[config.mk]
export PLATFORM = sky130hd
export DESIGN_NAME = fcmp_flag_unit
export DESIGN_NICKNAME = d
export VERILOG_FILES = /design/src/rtl/fcmp_pkg.sv /design/src/rtl/fcmp_classify.sv /design/src/rtl/fcmp_order.sv /design/src/rtl/fcmp_cond_eval.sv /design/src/rtl/fcmp_flag_unit.sv
export SDC_FILE = /design/constraint.sdc
export NUM_CORES = 1
export LEC_CHECK = 0
export BUFFER_PORTS_ARGS = -buffer_cell sky130_fd_sc_hd__buf_2
export CAP_MARGIN = 20
export CELL_PAD_IN_SITES_DETAIL_PLACEMENT = 0
export CELL_PAD_IN_SITES_GLOBAL_PLACEMENT = 1
export CORE_ASPECT_RATIO = 1.4
export CORE_UTILIZATION = 34
export CTS_CLUSTER_SIZE = 24
export DETAILED_ROUTE_END_ITERATION = 10
export PLACE_DENSITY = 0.92
export SLEW_MARGIN = 15
export SYNTH_ARGS = -nofsm -noshare
export SYNTH_HDL_FRONTEND = slang
export SYNTH_HIERARCHICAL = 1
export SYNTH_SLANG_ARGS = --single-unit
[constraint.sdc]
create_clock -name clk -period 2.5 [get_ports clk]
set_input_delay 0.375 -clock clk [delete_from_list [all_inputs] [get_ports clk]]
set_output_delay 0.375 -clock clk [all_outputs]
set_load 0.1 [all_outputs]
[src/rtl/fcmp_pkg.sv]
`timescale 1ns/1ps
package fcmp_pkg;

    localparam int EXP_W_DEF  = 11;
    localparam int FRAC_W_DEF = 52;

    // Flag word, MSB first: overflow, sign, zero, aux-carry, parity, carry
    typedef struct packed {
        logic of;
        logic sf;
        logic zf;
        logic af;
        logic pf;
        logic cf;
    } flags_t;

    typedef enum logic [1:0] {
        REL_GT = 2'd0,
        REL_LT = 2'd1,
        REL_EQ = 2'd2,
        REL_UN = 2'd3
    } rel_e;

    typedef enum logic [2:0] {
        C_EQ = 3'd0,
        C_NE = 3'd1,
        C_BL = 3'd2,
        C_BE = 3'd3,
        C_AB = 3'd4,
        C_AE = 3'd5,
        C_UN = 3'd6,
        C_OR = 3'd7
    } cond_e;

    function automatic flags_t rel_to_flags(input rel_e r);
        flags_t f;
        f = '0;
        case (r)
            REL_UN: begin f.zf = 1'b1; f.pf = 1'b1; f.cf = 1'b1; end
            REL_LT: f.cf = 1'b1;
            REL_EQ: f.zf = 1'b1;
            default: f = '0;
        endcase
        return f;
    endfunction

endpackage

[src/rtl/fcmp_classify.sv]
`timescale 1ns/1ps
module fcmp_classify #(
    parameter int EXP_W  = fcmp_pkg::EXP_W_DEF,
    parameter int FRAC_W = fcmp_pkg::FRAC_W_DEF,
    localparam int W     = 1 + EXP_W + FRAC_W
) (
    input  logic [W-1:0] val,
    output logic         sign,
    output logic         is_nan,
    output logic         is_snan,
    output logic         is_zero,
    output logic [W-2:0] mag
);
    logic [EXP_W-1:0]  expo;
    logic [FRAC_W-1:0] frac;

    assign sign    = val[W-1];
    assign expo    = val[W-2:FRAC_W];
    assign frac    = val[FRAC_W-1:0];
    assign mag     = val[W-2:0];
    assign is_nan  = (&expo) && (|frac);
    assign is_snan = is_nan && !frac[FRAC_W-1];
    assign is_zero = (mag == '0);
endmodule

[src/rtl/fcmp_order.sv]
`timescale 1ns/1ps
module fcmp_order
    import fcmp_pkg::*;
#(
    parameter int MAG_W = 63
) (
    input  logic             sign_a,
    input  logic             nan_a,
    input  logic             zero_a,
    input  logic [MAG_W-1:0] mag_a,
    input  logic             sign_b,
    input  logic             nan_b,
    input  logic             zero_b,
    input  logic [MAG_W-1:0] mag_b,
    output rel_e             rel
);
    logic mag_gt;
    assign mag_gt = (mag_a > mag_b);

    always_comb begin
        if (nan_a || nan_b)
            rel = REL_UN;
        else if (zero_a && zero_b)
            rel = REL_EQ;
        else if (sign_a != sign_b)
            rel = sign_a ? REL_LT : REL_GT;
        else if (mag_a == mag_b)
            rel = REL_EQ;
        else
            rel = (mag_gt ^ sign_a) ? REL_GT : REL_LT;
    end
endmodule

[src/rtl/fcmp_cond_eval.sv]
`timescale 1ns/1ps
module fcmp_cond_eval
    import fcmp_pkg::*;
(
    input  logic  zf,
    input  logic  pf,
    input  logic  cf,
    input  cond_e sel,
    input  logic  oblivious,
    output logic  taken
);
    logic p_eff;
    assign p_eff = pf && !oblivious;

    always_comb begin
        case (sel)
            C_EQ:    taken = !p_eff && zf;
            C_NE:    taken = p_eff || !zf;
            C_BL:    taken = !p_eff && cf;
            C_BE:    taken = !p_eff && (cf || zf);
            C_AB:    taken = !cf && !zf;
            C_AE:    taken = !cf;
            C_UN:    taken = p_eff;
            default: taken = !p_eff;
        endcase
    end
endmodule

[src/rtl/fcmp_flag_unit.sv]
`timescale 1ns/1ps
module fcmp_flag_unit
    import fcmp_pkg::*;
#(
    parameter int EXP_W  = EXP_W_DEF,
    parameter int FRAC_W = FRAC_W_DEF,
    localparam int W     = 1 + EXP_W + FRAC_W
) (
    input  logic         clk,
    input  logic         rst,
    input  logic         in_valid,
    input  logic [W-1:0] op_a,
    input  logic [W-1:0] op_b,
    input  logic [2:0]   cond_sel,
    input  logic         nan_oblivious,
    output logic         out_valid,
    output logic [5:0]   flags,
    output logic         invalid_op,
    output logic         taken
);
    logic [1:0][W-1:0] ops;
    logic [1:0]        sgn, nan, snan, zro;
    logic [1:0][W-2:0] mag;
    rel_e              rel;
    flags_t            flags_q;
    logic              valid_q, inv_q;

    assign ops = {op_b, op_a};

    for (genvar g = 0; g < 2; g++) begin : g_cls
        fcmp_classify #(.EXP_W(EXP_W), .FRAC_W(FRAC_W)) u_cls (
            .val     (ops[g]),
            .sign    (sgn[g]),
            .is_nan  (nan[g]),
            .is_snan (snan[g]),
            .is_zero (zro[g]),
            .mag     (mag[g])
        );
    end

    fcmp_order #(.MAG_W(W-1)) u_ord (
        .sign_a (sgn[0]), .nan_a (nan[0]), .zero_a (zro[0]), .mag_a (mag[0]),
        .sign_b (sgn[1]), .nan_b (nan[1]), .zero_b (zro[1]), .mag_b (mag[1]),
        .rel    (rel)
    );

    always_ff @(posedge clk) begin
        if (rst) begin
            valid_q <= 1'b0;
            flags_q <= '0;
            inv_q   <= 1'b0;
        end else begin
            valid_q <= in_valid;
            if (in_valid) begin
                flags_q <= rel_to_flags(rel);
                inv_q   <= |snan;
            end
        end
    end

    fcmp_cond_eval u_eval (
        .zf        (flags_q.zf),
        .pf        (flags_q.pf),
        .cf        (flags_q.cf),
        .sel       (cond_e'(cond_sel)),
        .oblivious (nan_oblivious),
        .taken     (taken)
    );

    assign out_valid  = valid_q;
    assign flags      = flags_q;
    assign invalid_op = inv_q;

    // result due one cycle after the strobe
    a_r8_latency: assert property (@(posedge clk) disable iff (rst)
        in_valid |=> out_valid);
    // no strobe leaves the flags unchanged
    a_r8_hold: assert property (@(posedge clk) disable iff (rst)
        !in_valid |=> (!out_valid && $stable(flags)));
    // parity only ever appears with zero and carry
    a_r1_unordered: assert property (@(posedge clk) disable iff (rst)
        flags[1] |-> (flags[3] && flags[0]));
    // equal and less never coexist on an ordered result
    a_r4_excl: assert property (@(posedge clk) disable iff (rst)
        (flags[3] && flags[0]) |-> flags[1]);
    // invalid only accompanies an unordered result
    a_r6_snan_unord: assert property (@(posedge clk) disable iff (rst)
        invalid_op |-> flags[1]);
    // reserved flags stay low
    a_r7_reserved: assert property (@(posedge clk) disable iff (rst)
        (flags[5] == 1'b0) && (flags[4] == 1'b0) && (flags[2] == 1'b0));
    // oblivious equality test is fooled by unordered
    a_r11_fooled: assert property (@(posedge clk) disable iff (rst)
        (nan_oblivious && flags[1] && cond_sel == 3'd0) |-> taken);
endmodule

### Word-level counts from Yosys, hierarchy flattened

Cells that the tools add are included.
W data, S select, Z words.

| storage, ports and cells | value |
|---|---|
| register bits | 5 |
| output and inout bits | 9 |
| input bits | 135 |
| word-level logic and storage cells | 57 |

| cells by class | value |
|---|---|
| reductions and logical operators | 29 |
| order comparisons | 1 |
| equality and inequality tests | 11 |
| mux-type cells | 10 |
| bitwise logic cells | 1 |

Operators with widths:

| kind | number |
|---|---|
| $logic_not A63 Y1 | 2 |
| $reduce_or A52 Y1 | 2 |
| $eq A63 B63 Y1 | 1 |
| $gt A63 B63 Y1 | 1 |
| $reduce_and A11 Y1 | 2 |
| $logic_and A1 B1 Y1 | 10 |
| $eq A3 B3 Y1 const B | 3 |
| $mux W2 | 4 |
| $pmux W1 S7 | 1 |
| $eq A3 B2 Y1 const B | 2 |
| $logic_not A1 Y1 | 6 |
| $reduce_or A2 Y1 | 3 |
| $mux W1 | 5 |
| $eq A2 B2 Y1 const B | 2 |
| $eq A3 B1 Y1 const B | 1 |
| $logic_not A3 Y1 | 1 |
| $logic_or A1 B1 Y1 | 3 |
| $eq A2 B1 Y1 const B | 1 |
| $ne A1 B1 Y1 | 1 |
| $xor A1 B1 Y1 | 1 |

### Depth between registers and ports, before layout

Gate-level depths: netlist of the first run.

| logic depth | value |
|---|---|
| depth after elaboration | 10 |
| mapped depth | 12 |
| mapped depth without buffers | 11 |

### By module

The synthesis of the first run kept the hierarchy.

By module, submodules not included:

| module | sequential area each (µm²) | instances | area an instance (µm²) | cells an instance |
|---|---|---|---|---|
| fcmp_order | 0.0 | 1 | 1679.1 | 236 |
| fcmp_classify | 0.0 | 2 | 670.6 | 93 |
| fcmp_flag_unit | 100.1 | 1 | 221.5 | 21 |
| fcmp_cond_eval | 0.0 | 1 | 87.6 | 12 |

### Least setup slack after synthesis of the first run

Ideal clock, no wire load.

| path | value |
|---|---|
| path kind | register to output |
| from | register flags_q (netlist bit flags[3]) |
| to | output taken |
| stages on the path, launching flop included | 4 |
| buffers on the path | 0 |
| setup slack | -245 ps |
| required time | 2125 ps |
| data arrival time | 2370 ps |
| cells stage by stage | dfxtp_1 a211oi_1 a211o_1 a2bb2oi_2 |

| on the way | value |
|---|---|
| cells in the longest elaborated chain, start to end | 3 |
| elaborated cells on any way between the ends | 7 |
| classes of those cells | mux (1); reduce/logical (6) |

RTL lines:

| what | line | text |
|---|---|---|
| from (decl) | fcmp_flag_unit.sv:25 | `flags_t flags_q;` |
| from (signal assigned) | fcmp_flag_unit.sv:55 | `flags_q <= rel_to_flags(rel);` |
| $logic_not A1 Y1 or $logic_or A1 B1 Y1 (tied branches) | fcmp_cond_eval.sv:18, fcmp_cond_eval.sv:21, fcmp_cond_eval.sv:20 |  |
| $logic_and A1 B1 Y1 (tied with other cells) | fcmp_cond_eval.sv:21 | `C_AB: taken = !cf && !zf;` |
| $pmux W1 S7 * | fcmp_cond_eval.sv:16 | `case (sel)` |
| to (decl) | fcmp_flag_unit.sv:19 | `output logic taken` |

Mark *: on every way between the ends. The rest lies on a longest branch, timed or not.

### Worst setup path in the final report of the first run

| path | value |
|---|---|
| from | input op_b[22] |
| to | register flags_q (netlist bit flags[1]) |

| on the way | value |
|---|---|
| cells in the longest elaborated chain, start to end | 9 |
| elaborated cells on any way between the ends | 15 |
| classes of those cells | order compare (1); eq/ne (2); mux (6); bitwise (1); reduce/logical (5) |

RTL lines:

| what | line | text |
|---|---|---|
| from (decl) | fcmp_flag_unit.sv:13 | `input logic [W-1:0] op_b,` |
| $gt A63 B63 Y1 | fcmp_order.sv:18 | `assign mag_gt = (mag_a > mag_b);` |
| $xor A1 B1 Y1 | fcmp_order.sv:30 | `rel = (mag_gt ^ sign_a) ? REL_GT : REL_LT;` |
| $mux W1 | fcmp_order.sv:30 |  |
| $mux W2 | fcmp_order.sv:27 | `else if (mag_a == mag_b)` |
| $mux W2 | fcmp_order.sv:25 | `else if (sign_a != sign_b)` |
| $mux W2 | fcmp_order.sv:23 | `else if (zero_a && zero_b)` |
| $mux W2 * | fcmp_order.sv:21 | `if (nan_a \|\| nan_b)` |
| net rel[0] | fcmp_flag_unit.sv:24 | `rel_e rel;` |
| $eq A2 B2 Y1 * | fcmp_pkg.sv:38 | `case (r)` |
| $mux W1 * | fcmp_pkg.sv:38 |  |

Mark *: on every way through the listed nets, which the timed path passes. The rest lies on a longest branch.
A chain may end at the register's enable or synchronous reset.

==> results.md, run 1 <==
- Setup tns final: 0 ns
- Post-placement cell count: around 580
- Final instance area: 0.00332 mm²
- Global route overflow: 0
- Final worst-path cycle share: between 80% and 90%
- Power Total: ~0.84 mW
- Crit path to: flags[1]
- DRT antenna net count: 0
- Reg2reg end: flags[1]
- # resized after CTS: 0
- Worst Path Required: 2.66 ns
- Initial Utilization: a little over a third
- Max Root-Sink Buffers: 2
- Layout fillers: 1040
- Routability congestion estimate: ~0.85
- Max IR drop VDD: just under 0.09 mV
- Syn_area_per_cell: around 7.3 µm²
- Outcome: finished clean
- DRT Wirelength: 8.50 mm
- Async SR Flop Fraction: 0%
- TritonCTS clock tree: done
- DRC errors left: 0
- Yosys reg bits: 5
- Placed instance area: approximately 0.0032 mm²
- Most common cell after layout, fill and taps aside: buf_2
- Total GRT Usage: between 15 and 20%
- Maximum number of pins on one net before global-route repair: 8
- Fin cells: 585
- Post-synth EDFFs: 0
- Worst-skew pair later-pin latency: about 0.23 ns
- Reg2Reg Depth: 2
- CP Launch Point: op_b[22]
- Num Clock Sinks: 5
- Global-route wire length before repair: 14.1 mm
- Antenna violations before repair: 0
- CTS clk-pin slew, worst paths: approximately 0.030 ns
- Setup slack, reg-to-reg: around 1.8 ns
- Fmax: between 400 and 500 MHz
- Cts bufs inserted: 3
- Leak: roughly 1.8 nW
- Max cap viols: 0
- Post-CTS Repair Setup Buffers: 0
- Slew Limit Fails: 0
- Share of layout cells above drive strength 1: around a third
- Ant. Diodes: 0
- Worst Skew: 0 ns
- H-tree depth: 1
- Initial DRC Count: between 90 and 100
- Yosys warns: 6
- Leading cell types in the layout, fill and taps excluded: buf_2 (140), inv_1 (68), ha_1 (63)
- Final worst setup slack: ~0.27 ns
- Layout area overhead: -0.225%
- Port bufs: 140
- Wire per inst: roughly 15 µm
- Drt pass-1 iters: 4
- Sequential fraction of the synthesis area: about 3.0%
- Num rows: 42
- Setup-failing EPs final: 0
- RSZ-0062 raised after global routing: false
- Worst min path class: in -> reg
- DIE HEIGHT: about 120 µm
- Ys flop type: dfxtp_1
- Hold Vio Cnt, Final: 0
- Crit path max fanout: 3
- Detail Placement HPWL: 7.85 mm
- Core ar.: between 0.009 and 0.01 mm²
- Post-place setup slack: between 0.02 and 0.025 ns
- Die area: roughly 0.010 mm²
- Yosys cell types: 48
- Reg2reg start: flags[1]
- Hold depth: 2
- Post-Syn Area: ~0.0033 mm²
- CP arrival: between 2 and 2.5 ns
- Gate Count Post-Synth: 455
- Clk Tree Root Cell: clkbuf_16
- Setup crit start kind: primary input
- Hold_buf cts: 0
- Vias in the first global route: ~3000
- PwrDens: roughly 250 mW/mm²
- I/O Pins: around 140
- # nets final: 674
- Vias: 2998
- CP Class: in -> reg
- Final min period: 2.23 ns
- Vias per std cell: 5.12
- CP Capture Type: register
- Die width: between 80 and 90 µm
worst max-delay path, cell delays in order:
cell	delay [ns]
buf_2	0.09
inv_1	0.04
ha_1	0.31
nand4_2	0.15
or4_1	0.56
a21oi_1	0.14
o21bai_1	0.10
a31o_1	0.24
o21ai_2	0.13
nand3_1	0.10
a21oi_2	0.14
synthesized netlist by cell type, drive strengths merged (2+ instances only):
cell type  instances  area share [%]
a211oi             6             1.5
a21boi             2            0.45
a21o               4            0.90
a21oi             26             4.0
a221oi             3            0.79
and4               6             1.6
buf              132              30
dfxtp              5             3.0
ha                63              24
inv               68             7.7
mux2i              3            0.90
nand2             14             1.6
nand2b             3            0.86
nand3             13             2.0
nand4             20             4.1
nand4b             2            0.53
nor2              11             1.3
nor2b              2            0.38
nor3               8             1.2
nor4              34             7.3
o21ai             12             1.9
or2                2            0.38
or4                2            0.45
state kept, by name, indices dropped and copies added (netlist names):
| register | count |
|---|---|
| flags | 3 |
| invalid_op | 1 |
| out_valid | 1 |
per-layer routing:
| metal | vias to the layer above | GRT usage (%) | routed length (µm) |
|---|---|---|---|
| li1 | 1520 | - | - |
| met1 | 1360 | 19.4 | 3520 |
| met2 | 107 | 33.7 | 4520 |
| met3 | 11 | 1.11 | 345 |
| met4 | 0 | 3.54 | 118 |
| met5 | - | 0 | 0 |
stage by stage:
| step | util [%] | hold WS [ns] |
|---|---|---|
| 6_report | 35.1 | 0.390 |
| 5_1_grt | 35.1 | 0.417 |
| 4_1_cts | 35.1 | 0.392 |
| 3_5_place_dp | 34.2 | 0.523 |
| 3_3_place_gp | 34.2 | 0.507 |
| 2_1_floorplan | - | 0.437 |
kinds of logic (layout without fill, tap and decap cells):
family / count (synthesis) / count (layout) / synth area share [%]
flip-flops: 5 / 5 / 3.01
AND/OR/NAND/NOR: 120 / 120 / 22.5
buffers and inverters: 200 / 218 / 37.5
adder cells (fa/ha/maj): 63 / 63 / 23.7
multiplexers: 3 / 3 / 0.902
other: 1 / 3 / 0.113
AO/OA/AOI/OAI: 63 / 63 / 12.3
power by group:
group | internal, mW | switching [mW]
registers | 0.0835 | 0.00263
logic | 0.208 | 0.284
clock network | 0.211 | 0.0498
area by class of cell:
class,instances,area (µm²),area share [%]
clock buffers,4,78.8,2.37
inverters,68,255,7.68
multi-input cells,252,2000,60.3
flip-flops and latches,5,100,3.01
well taps,110,138,4.14
repair buffers,146,746,22.4
worst min-delay path by stage:
stage               start    endpoint
3_5_place_dp   invalid_op  invalid_op
6_report              rst    flags[1]
5_1_grt               rst    flags[1]
4_1_cts               rst    flags[1]
3_3_place_gp   invalid_op  invalid_op
2_1_floorplan         rst    flags[1]
Power figures use the tool's default switching activity.
==> inputs of run 2 (changes only) <==
- BUFFER_PORTS_ARGS: -buffer_cell sky130_fd_sc_hd__buf_2 -> -buffer_cell sky130_fd_sc_hd__buf_4
==> run 2 against run 1 <==
Net effect: critical path type unchanged; sequential power barely moved; worst setup slack improved by 0.011 ns; power rose by 6.6%; die area did not move; clock-buffer cell count did not move; wire length rose by 1.3%.
==> results.md, run 2 (same netlist as run 1, synthesis figures left out) <==
- CP Capture Type: register (unchanged)
- Cts bufs inserted: 3 (unchanged)
- Critical hold path startpoint: rst (unchanged)
- Final Util: 38.5% (was 35.1%)
- Worst Skew: 0 ns (unchanged)
- Worst min path class: in -> reg (unchanged)
- Met2 WL post-DR: 4.68 mm (was 4.52 mm)
- RSZ-0062 raised after global routing: false (unchanged)
- Clk Tree Root Cell: clkbuf_16 (unchanged)
- Total GRT Usage: 16.9% (was 17.0%)
- Sw Pwr: 0.333 mW (was 0.337 mW)
- Buf+Inv Stages, Crit Path: 1 (was 2)
- CP Launch Point: op_a[45] (was op_b[22])
- Leading cell types in the layout, fill and taps excluded: buf_4 (143), inv_1 (68), ha_1 (63) (was buf_2 (140), inv_1 (68), ha_1 (63))
- TritonCTS clock tree: done (unchanged)
- Wl on met1: 3.35 mm (was 3.52 mm)
- Layout fillers: 991 (was 1040)
- Max IR drop VDD: 0.112 mV (was 0.0885 mV)
- Top delay family on crit path: compound AO/OA/AOI/OAI gates (was simple AND/OR/NAND/NOR gates)
- Post-place setup slack: 0.0369 ns (was 0.0200 ns)
- Sequential power share: 9.6% (was 10.3%)
- Power share of the clock group: 29.3% (was 31.1%)
- Initial Utilization: 35.2% (unchanged)
- # nets final: 671 (was 674)
- Global-route wire length before repair: 14.0 mm (was 14.1 mm)
- Core ar.: 0.00946 mm² (unchanged)
- Crit path cell chain: buf_4, ha_1, a21oi_1, nand2_1, a221oi_1, a21boi_1, nor4_1, a21oi_1, o21ai_2, nand3_1, a21oi_2 (was buf_2, inv_1, ha_1, nand4_2, or4_1, a21oi_1, o21bai_1, a31o_1, o21ai_2, nand3_1, a21oi_2)
- Final min period: 2.22 ns (was 2.23 ns)
- Most common cell after layout, fill and taps aside: buf_4 (was buf_2)
- CP max-delay cell: nor4_1 (was or4_1)
- # resized after CTS: 0 (unchanged)
- Worst-skew pair later-pin latency: 0.23 ns (about the same)
- Leak: 1.94 nW (was 1.83 nW)
- Hold Vio Cnt, Final: 0 (unchanged)
- Fin Hold WS: 0.354 ns (was 0.390 ns)
- P_int: 0.561 mW (was 0.502 mW)
- Initial DRC Count: 68 (was 99)
- Slew Limit Fails: 0 (unchanged)
- DIE HEIGHT: 119 µm (unchanged)
- Top Metal Used: met4 (unchanged)
- CP Class: in -> reg (unchanged)
- Wire per inst: 14.8 µm (was 14.5 µm)
- Most common cell on crit path: a21oi_1
- Routability congestion estimate: 0.831 (was 0.846)
- Crit path max fanout: 4 (was 3)
- Final worst-path cycle share: 88.8% (was 89.2%)
- Maximum number of pins on one net before global-route repair: 8 (unchanged)
- Die width: 85.6 µm (unchanged)
- Layout area overhead: 9.43% (was -0.225%)
- Num rows: 42 (unchanged)
- PwrDens: 245 mW/mm² (was 253 mW/mm²)
- Vias: 2945 (was 2998)
- DRC errors left: 0 (unchanged)
- Max reg flops: 3 (unchanged)
- Worst Path Required: 2.66 ns (about the same)
- Setup tns final: 0 ns (unchanged)
- Setup crit start kind: primary input (unchanged)
- Num Clock Sinks: 5 (unchanged)
- Share of layout cells above drive strength 1: 34.3% (was 34.9%)
- Drt pass-1 iters: 4 (unchanged)
- Comb power frac: 61.1% (was 58.6%)
- Hold_buf cts: 0 (unchanged)
- Reg2reg start: flags[1] (unchanged)
- DRT antenna net count: 0 (unchanged)
- CP arrival: 2.38 ns (was 2.39 ns)
- Vias per std cell: 5.06 (was 5.12)
- Detail Placement HPWL: 8.00 mm (was 7.85 mm)
- Setup-failing EPs final: 0 (unchanged)
- CTS clk-pin slew, worst paths: 0.03 ns (about the same)
- Antenna violations before repair: 0 (unchanged)
- Die area: 0.0102 mm² (unchanged)
- Outcome: finished clean (unchanged)
- Wire length on met3: 458 µm (was 345 µm)
- Global route overflow: 0 (unchanged)
- Largest stage delay on the critical path: 0.37 ns (was 0.56 ns)
- Port bufs: 140 (unchanged)
- Max Root-Sink Buffers: 2 (unchanged)
- Max cap viols: 0 (unchanged)
- DRT Wirelength: 8.61 mm (was 8.50 mm)
- Final worst setup slack: 0.281 ns (was 0.270 ns)
- Ant. Diodes: 0 (unchanged)
- I/O Pins: 144 (unchanged)
- Vias in the first global route: 3070 (was 3019)
- Fmax: 451 MHz (was 448 MHz)
- Post-CTS Repair Setup Buffers: 0 (unchanged)
- Switching Share: 37.2% (was 40.1%)
- H-tree depth: 1 (unchanged)
run 2: per-layer routing:
| metal | track usage (%) | vias up |
|---|---|---|
| met5 | 0 | - |
| met4 | 3.54 | 0 |
| met3 | 1.46 | 10 |
| met2 | 33.6 | 106 |
| met1 | 19.1 | 1317 |
| li1 | - | 1512 |
run 2: area by class of cell:
cell class	count	area, µm²	share of cell area [%]
inverters	68	255	7.01
flip-flops and latches	5	100	2.75
multi-input cells	252	2000	54.8
well taps	110	138	3.78
clock buffers	4	78.8	2.16
repair buffers	143	1070	29.5
run 2: path summary, 6_finish.rpt:
check,to,slack (ns),cells after the start
min reg2reg,invalid_op,0.53,2
min,flags[1],0.35,2
max reg2reg,flags[1],1.83,2
max,flags[1],0.28,11
run 2: per-stage QoR:
step | power [mW] | std cells | cell area (µm²)
floorplan | 0.504 | 457 | 3350
global placement | 0.621 | 578 | 3560
detailed placement | 0.632 | 578 | 3560
CTS | 0.901 | 582 | 3640
global route | 0.964 | 582 | 3640
finish | 0.894 | 582 | 3640
run 2: power by group through the flow:
stage	clock, mW	sequential [mW]	combinational (mW)
2_1_floorplan	0	0.109	0.395
3_3_place_gp	0	0.0874	0.534
3_5_place_dp	0	0.0873	0.545
4_1_cts	0.266	0.0862	0.549
5_1_grt	0.270	0.0862	0.608
6_report	0.262	0.0860	0.546
run 2: worst register-to-register path, cell delays in order, from the launching register on:
cell and delay (ns):
dfxtp_1 0.44, nand2b_4 0.07, a21oi_2 0.10
